$ cat src/rtl/vtg_pkg.sv
package vtg_pkg;

    localparam int CNT_W  = 16;
    localparam int SYNC_W = 8;

    typedef enum logic [1:0] {
        PH_SYNC  = 2'd0,
        PH_BACK  = 2'd1,
        PH_VIS   = 2'd2,
        PH_FRONT = 2'd3
    } phase_e;

    // Active-high video strobes before any polarity is applied
    typedef struct packed {
        logic hs;
        logic vs;
        logic blank;
        logic valid;
        logic eol;
        logic eof;
    } vid_t;

    localparam vid_t VID_IDLE = '{hs: 1'b0, vs: 1'b0, blank: 1'b0,
                                  valid: 1'b0, eol: 1'b0, eof: 1'b0};

    // Phase of a position c given the sync, delay and gate fields (all count-1)
    function automatic phase_e phase_of(input logic [31:0] c,
                                        input logic [31:0] s,
                                        input logic [31:0] g,
                                        input logic [31:0] w);
        logic [33:0] back_end;
        logic [33:0] vis_end;
        back_end = {2'b00, s} + {2'b00, g} + 34'd1;
        vis_end  = back_end + {2'b00, w} + 34'd1;
        if ({2'b00, c} <= {2'b00, s})
            return PH_SYNC;
        else if ({2'b00, c} <= back_end)
            return PH_BACK;
        else if ({2'b00, c} <= vis_end)
            return PH_VIS;
        else
            return PH_FRONT;
    endfunction

endpackage

$ cat src/rtl/vtg_axis.sv
module vtg_axis
    import vtg_pkg::*;
#(
    parameter int CW = CNT_W,
    parameter int SW = SYNC_W
) (
    input  logic          clk,
    input  logic          rst,
    input  logic          clr,
    input  logic          adv,
    input  logic [SW-1:0] f_sync,
    input  logic [SW-1:0] f_gdel,
    input  logic [CW-1:0] f_gate,
    input  logic [CW-1:0] f_tot,
    output phase_e        phase,
    output logic          last
);

    logic [CW-1:0] cnt;

    assign last  = (cnt == f_tot);
    assign phase = phase_of(32'(cnt), 32'(f_sync), 32'(f_gdel), 32'(f_gate));

    always_ff @(posedge clk) begin
        if (rst || clr)
            cnt <= '0;
        else if (adv)
            cnt <= last ? '0 : cnt + 1'b1;
    end

    // the counter wraps to zero after its programmed total
    a_r2_wrap_to_zero: assert property (@(posedge clk) disable iff (rst)
        (adv && !clr && last) |=> (cnt == '0));

    // the counter steps by one below its total
    a_r5_step_by_one: assert property (@(posedge clk) disable iff (rst)
        (adv && !clr && !last) |=> (cnt == $past(cnt) + 1'b1));

endmodule

$ cat src/rtl/vtg_polar.sv
module vtg_polar
    import vtg_pkg::*;
(
    input  vid_t q,
    input  logic pol_hs,
    input  logic pol_vs,
    input  logic pol_cs,
    input  logic pol_bl,
    output logic hsync_o,
    output logic vsync_o,
    output logic csync_o,
    output logic blank_o
);

    always_comb begin
        hsync_o = q.hs ^ pol_hs;
        vsync_o = q.vs ^ pol_vs;
        csync_o = (q.hs ^ q.vs) ^ pol_cs;
        blank_o = q.blank ^ pol_bl;
    end

endmodule

$ cat src/rtl/vtg_top.sv
module vtg_top
    import vtg_pkg::*;
#(
    parameter int CW = CNT_W,
    parameter int SW = SYNC_W,
    localparam int GATE_LO = 0,
    localparam int GDEL_LO = CW,
    localparam int SYNC_LO = CW + SW,
    localparam int WORD_W  = CW + 2 * SW,
    localparam int LEN_W   = 2 * CW
) (
    input  logic              clk,
    input  logic              rst,
    input  logic              en,
    input  logic [WORD_W-1:0] h_param,
    input  logic [WORD_W-1:0] v_param,
    input  logic [LEN_W-1:0]  len_param,
    input  logic              pol_hs,
    input  logic              pol_vs,
    input  logic              pol_cs,
    input  logic              pol_bl,
    output logic              hsync_o,
    output logic              vsync_o,
    output logic              csync_o,
    output logic              blank_o,
    output logic              pix_valid_o,
    output logic              eol_o,
    output logic              eof_o
);

    phase_e h_ph, v_ph;
    logic   h_last, v_last;
    vid_t   vid_q;

    vtg_axis #(.CW(CW), .SW(SW)) u_hax (
        .clk    (clk),
        .rst    (rst),
        .clr    (!en),
        .adv    (en),
        .f_sync (h_param[SYNC_LO +: SW]),
        .f_gdel (h_param[GDEL_LO +: SW]),
        .f_gate (h_param[GATE_LO +: CW]),
        .f_tot  (len_param[CW +: CW]),
        .phase  (h_ph),
        .last   (h_last)
    );

    vtg_axis #(.CW(CW), .SW(SW)) u_vax (
        .clk    (clk),
        .rst    (rst),
        .clr    (!en),
        .adv    (en && h_last),
        .f_sync (v_param[SYNC_LO +: SW]),
        .f_gdel (v_param[GDEL_LO +: SW]),
        .f_gate (v_param[GATE_LO +: CW]),
        .f_tot  (len_param[0 +: CW]),
        .phase  (v_ph),
        .last   (v_last)
    );

    always_ff @(posedge clk) begin
        if (rst || !en) begin
            vid_q <= VID_IDLE;
        end else begin
            vid_q.hs    <= (h_ph == PH_SYNC);
            vid_q.vs    <= (v_ph == PH_SYNC);
            vid_q.valid <= (h_ph == PH_VIS) && (v_ph == PH_VIS);
            vid_q.blank <= !((h_ph == PH_VIS) && (v_ph == PH_VIS));
            vid_q.eol   <= h_last;
            vid_q.eof   <= h_last && v_last;
        end
    end

    vtg_polar u_pol (
        .q       (vid_q),
        .pol_hs  (pol_hs),
        .pol_vs  (pol_vs),
        .pol_cs  (pol_cs),
        .pol_bl  (pol_bl),
        .hsync_o (hsync_o),
        .vsync_o (vsync_o),
        .csync_o (csync_o),
        .blank_o (blank_o)
    );

    assign pix_valid_o = vid_q.valid;
    assign eol_o       = vid_q.eol;
    assign eof_o       = vid_q.eof;

    // a disabled cycle leaves the strobes low on the next edge
    a_r9_idle_strobes: assert property (@(posedge clk) disable iff (rst)
        !en |=> (!pix_valid_o && !eol_o && !eof_o));

    // the frame end always falls on a line end
    a_r10_eof_on_eol: assert property (@(posedge clk) disable iff (rst)
        eof_o |-> eol_o);

    // the line end is a single-cycle pulse when a line is longer than one pixel
    a_r2_eol_pulse: assert property (@(posedge clk) disable iff (rst)
        (eol_o && (len_param[CW +: CW] != '0)) |=> !eol_o);

    // valid pixels are never flagged as blanked
    a_r6_valid_unblanked: assert property (@(posedge clk) disable iff (rst)
        pix_valid_o |-> (blank_o == pol_bl));

endmodule

$ cat config.mk
export PLATFORM = sky130hd
export DESIGN_NAME = vtg_top
export DESIGN_NICKNAME = d
export VERILOG_FILES = /design/src/rtl/vtg_pkg.sv /design/src/rtl/vtg_axis.sv /design/src/rtl/vtg_polar.sv /design/src/rtl/vtg_top.sv
export SDC_FILE = /design/constraint.sdc
export NUM_CORES = 1
export LEC_CHECK = 0
export ABC_AREA = 1
export BUFFER_PORTS_ARGS = -buffer_cell sky130_fd_sc_hd__buf_4
export CAP_MARGIN = 20
export CORE_MARGIN = 2
export CORE_UTILIZATION = 59
export DETAILED_ROUTE_END_ITERATION = 8
export GPL_TIMING_DRIVEN = 0
export PLACE_DENSITY = 0.81
export SLEW_MARGIN = 25
export SYNTH_ARGS = -nofsm -noshare
export SYNTH_HDL_FRONTEND = slang
export SYNTH_SLANG_ARGS = --single-unit
export TNS_END_PERCENT = 5
$ cat constraint.sdc
create_clock -name clk -period 5.74 [get_ports clk]
set_input_delay 0.861 -clock clk [delete_from_list [all_inputs] [get_ports clk]]
set_output_delay 0.861 -clock clk [all_outputs]
set_load 0.1 [all_outputs]
==> run_results.csv, run 1 <==
group,metric,value,unit
worst_setup_path,r2r-end,"u_hax.cnt[14]",
worst_setup_path,ff2ff_setup_slack,3.76,ns
layout,area_delta_synth_final,18.1,%
floorplanning,die_w,107,microns
placement,dp_hpwl,13100,microns
synth,yosysMostFrequentCell,"nand2_1",
clock_tree,clockBufferDepth,2,
worst_setup_path,worstPathRequired,5.91,ns
outcome,outcome,"finished clean",
clock_tree,cts.sinks,38,
clock_tree,clkLatencyLatePin,0.30,ns
placement,place_congestion,0.931,
clock_tree,postCtsSetupRepairBufs,0,
power,powerDensity,174,nW/um^2
power,leakage,3.94,nW
synth,synth_flop_cell,"dfxtp_1",
power,peakVddDrop,0.111,mV
drt,wire_per_inst,12.5,microns
timing,fin_crit_sh,89.1,%
drt,dr.pass1.iters,4,
placement,dpl_cell_area,7250,sq um
synth,async_flop_share,0,%
worst_setup_path,arrival,5.28,ns
global_route,grt_pass1_wl,26200,microns
synth,ys_warn_count,0,
global_route,grt_max_degree,13,
worst_setup_path,startpoint,"v_param[24]",
floorplanning,num_io_pins,110,
drt,via_count,6303,
worst_setup_path,cp-end-kind,"register",
clock_tree,cts_tree,"done",
layout,stdcell_area,7400,sq um
global_route,grt_pass1_vias,5995,
layout,fillers,947,
timing,fmax,196,MHz
timing,setup_tns,0,ns
worst_setup_path,start_kind,"input pin",
floorplanning,design.core.area,10300,sq um
global_route,gr-usage-all-layers,27.8,%
timing,relSlewSlack,61.8,%
timing,worst_pin_slew,0.573,ns
layout,final_layout_size_suffix_gt1_share,14.0,%
timing,clock_skew,0.0118,ns
floorplanning,initial_core_util,60.7,%
floorplanning,die_area,11500,sq um
worst_setup_path,cpMaxStageDelayCell,"fa_1",
timing,drv_slew,0,
worst_setup_path,r2r_cells,10,
worst_setup_path,worstReg2RegStart,"u_hax.cnt[1]",
clock_tree,root_buffer,"clkbuf_8",
synth,netlist-cell-type-count,43,
timing,grt_setup_unrepaired,"false",
synth,synth_top_area_cell,"ha_1",
drt,postRouteAntennaNets,0,
worst_setup_path,path_class,"in2reg",
drt,drt_wl_total,15400,microns
timing,setup_viol,0,
synth,ys_ff_latch,38,
synth,yosysTopAreaCellShare,21.6,%
synth,synth_commonest_cells,"245 x nand2_1, 138 x inv_1, 108 x ha_1",
timing,final-hold-violation-count,0,
placement,io_buffers,109,
synth,synth_edf_count,0,
drt,drc,0,
worst_setup_path,crit_top_cell,"nand2_1",
synth,synth_area,6260,sq um
drt,viasPerCell,5.13,
hold_path,holdCritPathClass,"reg2reg",
synth,syn_nets,1191,
floorplanning,die_h,107,microns
global_route,gr-total-overflow,0,
clock_tree,cts_made_buffers,5,
synth,avgSynthCellArea,6.42,sq um
layout,n_antenna_cell,0,
timing,post-route-min-period,5.11,ns
clock_tree,clk_pin_slew,0.09,ns
worst_setup_path,slowest_delay,0.41,ns
worst_setup_path,worstPathMaxFanout,4,
clock_tree,ctsHtreeMaxLevel,2,
global_route,antenna_found_initial,0,
clock_tree,holdBufCountCts,0,
job,drv_cap,0,
synth,synth_seq_area_share,12.1,%
clock_tree,cts_resized,0,
synth,synthCells,976,
layout,final_nets,1307,
drt,drtIter0Drc,252,
floorplanning,rows,37,
synth,yosys-top-cells-area,"ha_1 22%, nand2_1 15%, dfxtp_1 12%, inv_1 8.3%, xnor2_1 7.1%",
worst_setup_path,crit_end,"vid_q[3]",
-- how the worst min path moves through the flow --
stage	startpoint	to	cells past startpoint
floorplan	u_hax.cnt[0]	u_hax.cnt[0]	1
global placement	u_hax.cnt[0]	u_hax.cnt[0]	1
detailed placement	u_hax.cnt[0]	u_hax.cnt[0]	1
CTS	u_hax.cnt[0]	u_hax.cnt[0]	1
global route	u_hax.cnt[0]	u_hax.cnt[0]	1
finish	u_hax.cnt[0]	u_hax.cnt[0]	1
-- per-stage QoR --
stage               instances  total power (W)  setup WS [ns]  utilization, %  hold WS [ns]
finish                   1229          0.00129          0.628            71.6         0.496
global route             1229          0.00141         0.0508            71.6         0.524
CTS                      1229          0.00129          0.615            71.6         0.496
detailed placement       1221         0.000999          0.339            70.3         0.476
global placement         1221         0.000984          0.359            70.3         0.476
floorplan                 976         0.000818           1.16               -         0.452
-- layout make-up --
cell class / count / area (sq um) / share of cell area (%)
well taps: 136 / 170 / 2.30
flip-flops and latches: 38 / 761 / 10.3
clock buffers: 6 / 82.6 / 1.12
plain buffers: 14 / 68.8 / 0.930
inverters: 146 / 548 / 7.41
multi-input cells: 778 / 4890 / 66.1
clock inverters: 2 / 60.1 / 0.812
repair buffers: 109 / 818 / 11.1
-- power by group --
group	internal, W	switching, W
registers	0.000265	0.00000213
clock network	0.000186	0.000104
logic	0.000300	0.000431
-- sequential cells by signal, indices dropped and copies added, names as in the netlist --
register,count
eof_o,1
u_vax.cnt,16
pix_valid_o,1
vid_q,3
eol_o,1
u_hax.cnt,16
-- layer usage --
layer	part of all wire, %	global-route usage [%]
met5	0	0
met4	2.3	8.72
met2	49	50.2
met3	3.6	2.67
met1	45	34.6
-- logic make-up (layout without fill, tap and decap cells) --
kind of cell,count (synthesis),after routing,synth area share [%]
AND/OR/NAND/NOR,463,463,31.7
buffers and inverters,160,277,9.85
adder cells (fa/ha/maj),112,112,22.8
AO/OA/AOI/OAI,105,105,9.13
XOR/XNOR,98,98,14.3
flip-flops,38,38,12.1
-- worst max-delay path: cells and delay by family --
family | cells | cell delay (ns)
and+or+nand+nor | 13 | 1.76
adders and majority gates | 4 | 1.22
xor gates and xnor gates | 3 | 0.59
buffers and inverters | 6 | 0.43
AOI/OAI and AO/OA | 4 | 0.41
-- placed cells by master (no fill, tap or decap), types with 5 or more instances in the layout --
cell type | Yosys | routed
a21o_1 | 5 | 5
a21oi_1 | 67 | 67
buf_2 | 5 | 5
buf_4 | 1 | 110
clkbuf_2 | 5 | 5
clkbuf_8 | 0 | 6
dfxtp_1 | 38 | 38
ha_1 | 108 | 108
inv_1 | 138 | 138
inv_2 | 6 | 6
nand2_1 | 245 | 245
nand3_1 | 42 | 42
nand4_1 | 27 | 27
nor2_1 | 104 | 104
nor3_1 | 19 | 19
nor3b_1 | 5 | 5
o21ai_0 | 18 | 18
xnor2_1 | 51 | 51
xor2_1 | 42 | 42
No activity file was read; power rests on OpenSTA's default activity.
==> run 2, diff against run 1 <==
- BUFFER_PORTS_ARGS: -buffer_cell sky130_fd_sc_hd__buf_4 -> unset
- CORE_UTILIZATION: 59 -> 60
- DONT_BUFFER_PORTS: unset -> 1
- PLACE_DENSITY: 0.81 -> 0.74
- SETUP_SLACK_MARGIN: unset -> 0.15
==> run 2 against run 1 <==
Net effect:
- global-route usage shrank 2.3 points
- hold slack improved by 0.0037 ns
- critical path depth is the same
- cell area shrank 11%
- routed wire length shrank 8.5%
- clock-buffer cell count did not move
- sequential power is essentially flat
- critical endpoint is now pix_valid_o
- highest routed layer unchanged
==> run_results.csv, run 2 (synthesized netlist as in run 1, its figures left out) <==
group,metric,value,unit
worst_setup_path,path_class,"in2reg",
worst_setup_path,cpMaxStageDelayCell,"fa_1",
hold_path,holdCritPathClass,"reg2reg",
global_route,antenna_found_initial,0,
layout,regArea,761,sq um
timing,grt_setup_unrepaired,"false",
worst_setup_path,critPathTopFamily,"simple AND/OR/NAND/NOR gates",
global_route,grt_pass1_vias,5473,
layout,multi_input_area,4950,sq um
floorplanning,num_io_pins,110,
clock_tree,holdBufCountCts,0,
floorplanning,die_w,106,microns
outcome,outcome,"finished clean",
drt,via_count,5777,
global_route,grt_pass1_wl,24000,microns
floorplanning,design.core.area,10200,sq um
timing,whs,0.499,ns
clock_tree,cts_tree,"done",
timing,final-hold-violation-count,0,
timing,setup_tns,0,ns
placement,io_buffers,0,
worst_setup_path,r2r-end,"u_vax.cnt[15]",
worst_setup_path,worstPathRequired,5.92,ns
worst_setup_path,ff2ff_setup_slack,3.82,ns
hold_path,hold_path_startpoint,"u_hax.cnt[0]",
drt,drtIter0Drc,223,
hold_path,holdPathStages,1,
layout,fin_util,64.6,%
clock_tree,clockBufferDepth,2,
power,peakVddDrop,0.149,mV
hold_path,hold_end,"u_hax.cnt[0]",
clock_tree,cts.sinks,38,
global_route,gr-usage-all-layers,25.5,%
worst_setup_path,arrival,5.17,ns
worst_setup_path,start_kind,"input pin",
layout,final_layout_size_suffix_gt1_share,4.97,%
power,leakage,3.41,nW
layout,final_cell_mix,"245 x nand2_1, 138 x inv_1, 108 x ha_1, 104 x nor2_1, 67 x a21oi_1",
layout,largestRegisters,"u_hax.cnt x16, u_vax.cnt x16, vid_q x3",
clock_tree,postCtsSetupRepairBufs,0,
worst_setup_path,worstReg2RegStart,"u_vax.cnt[9]",
clock_tree,clkLatencyLatePin,0.30,ns
drt,viasPerCell,5.15,
timing,relSlewSlack,37.8,%
timing,drv_slew,0,
layout,area_delta_synth_final,5.49,%
drt,drt_wl_total,14100,microns
timing,clock_skew,0.0158,ns
global_route,gr-total-overflow,0,
layout,final_nets,1199,
worst_setup_path,r2r_cells,9,
placement,dp_hpwl,12300,microns
worst_setup_path,path_buf_inv,5,
clock_tree,cts_made_buffers,5,
timing,fmax,200,MHz
floorplanning,initial_core_util,61.2,%
clock_tree,clk_pin_slew,0.08,ns
layout,stdcell_area,6610,sq um
worst_setup_path,slowest_delay,0.41,ns
floorplanning,die_area,11300,sq um
timing,post-route-min-period,5.00,ns
drt,dr.pass1.iters,4,
job,drv_cap,0,
layout,n_antenna_cell,0,
placement,place_congestion,0.935,
drt,wire_per_inst,12.5,microns
worst_setup_path,crit_top_cell,"nand2_1",
power,powerDensity,170,nW/um^2
placement,dpl_cell_area,6510,sq um
drt,drc,0,
layout,final_common_cell,"nand2_1",
timing,setup_slack,0.744,ns
timing,worst_pin_slew,0.932,ns
placement,pre_cts_slack,0.502,ns
timing,fin_crit_sh,87.0,%
global_route,grt_max_degree,13,
clock_tree,cts_resized,0,
layout,fillers,999,
floorplanning,die_h,106,microns
worst_setup_path,cp-end-kind,"register",
floorplanning,rows,37,
clock_tree,root_buffer,"clkbuf_8",
timing,setup_viol,0,
clock_tree,ctsHtreeMaxLevel,2,
worst_setup_path,worstPathMaxFanout,4,
drt,postRouteAntennaNets,0,
==> run 2: per-stage QoR <==
stage,power (W),cells
floorplan,0.000818,976
global placement,0.000917,1112
detailed placement,0.000934,1113
CTS,0.00113,1121
global route,0.00125,1121
finish,0.00112,1121
==> run 2: final cells by class <==
class                           count  share of cell area [%]
Sequential cell                    38                    11.5
Clock inverter                      2                   0.189
Buffer                             14                    1.04
Timing Repair Buffer                1                   0.227
Tap cell                          136                    2.57
Inverter                          146                    8.29
Clock buffer                        6                    1.25
Multi-Input combinational cell    778                    74.9
==> run 2: routing by layer <==
layer | part of all wire, % | vias up | GRT usage [%]
met5 | 0 | - | 0
met4 | 1.7 | 0 | 6.20
met3 | 3.8 | 20 | 3.49
met2 | 48 | 93 | 46.2
met1 | 46 | 2508 | 31.8
li1 | - | 3156 | -
==> run 2: how the worst max path moves through the flow <==
| stage | startpoint | endpoint | slack (ns) | depth (start not counted) |
|---|---|---|---|---|
| 2_1_floorplan | v_param[16] | vid_q[3] | 1.16 | 32 |
| 5_1_grt | v_param[16] | pix_valid_o | 0.35 | 30 |
| 4_1_cts | v_param[16] | pix_valid_o | 0.78 | 30 |
| 3_5_place_dp | v_param[16] | pix_valid_o | 0.50 | 30 |
| 3_3_place_gp | v_param[16] | pix_valid_o | 0.53 | 30 |
| 6_report | v_param[16] | pix_valid_o | 0.74 | 30 |
==> run 2: worst register-to-register path, cell delays in order (launching register included) <==
cell      delay (ns)
dfxtp_1         0.40
clkbuf_1        0.32
xor2_1          0.12
nor3_1          0.19
nand4_1         0.22
inv_2           0.12
buf_2           0.22
nor2_1          0.06
nand2_1         0.06
a21oi_1         0.06
==> run 2: power by group <==
part           total (W)  switching (W)  internal (W)
clock network   0.000197       0.000101     0.0000966
logic           0.000659       0.000401      0.000258
registers       0.000268     0.00000316      0.000265
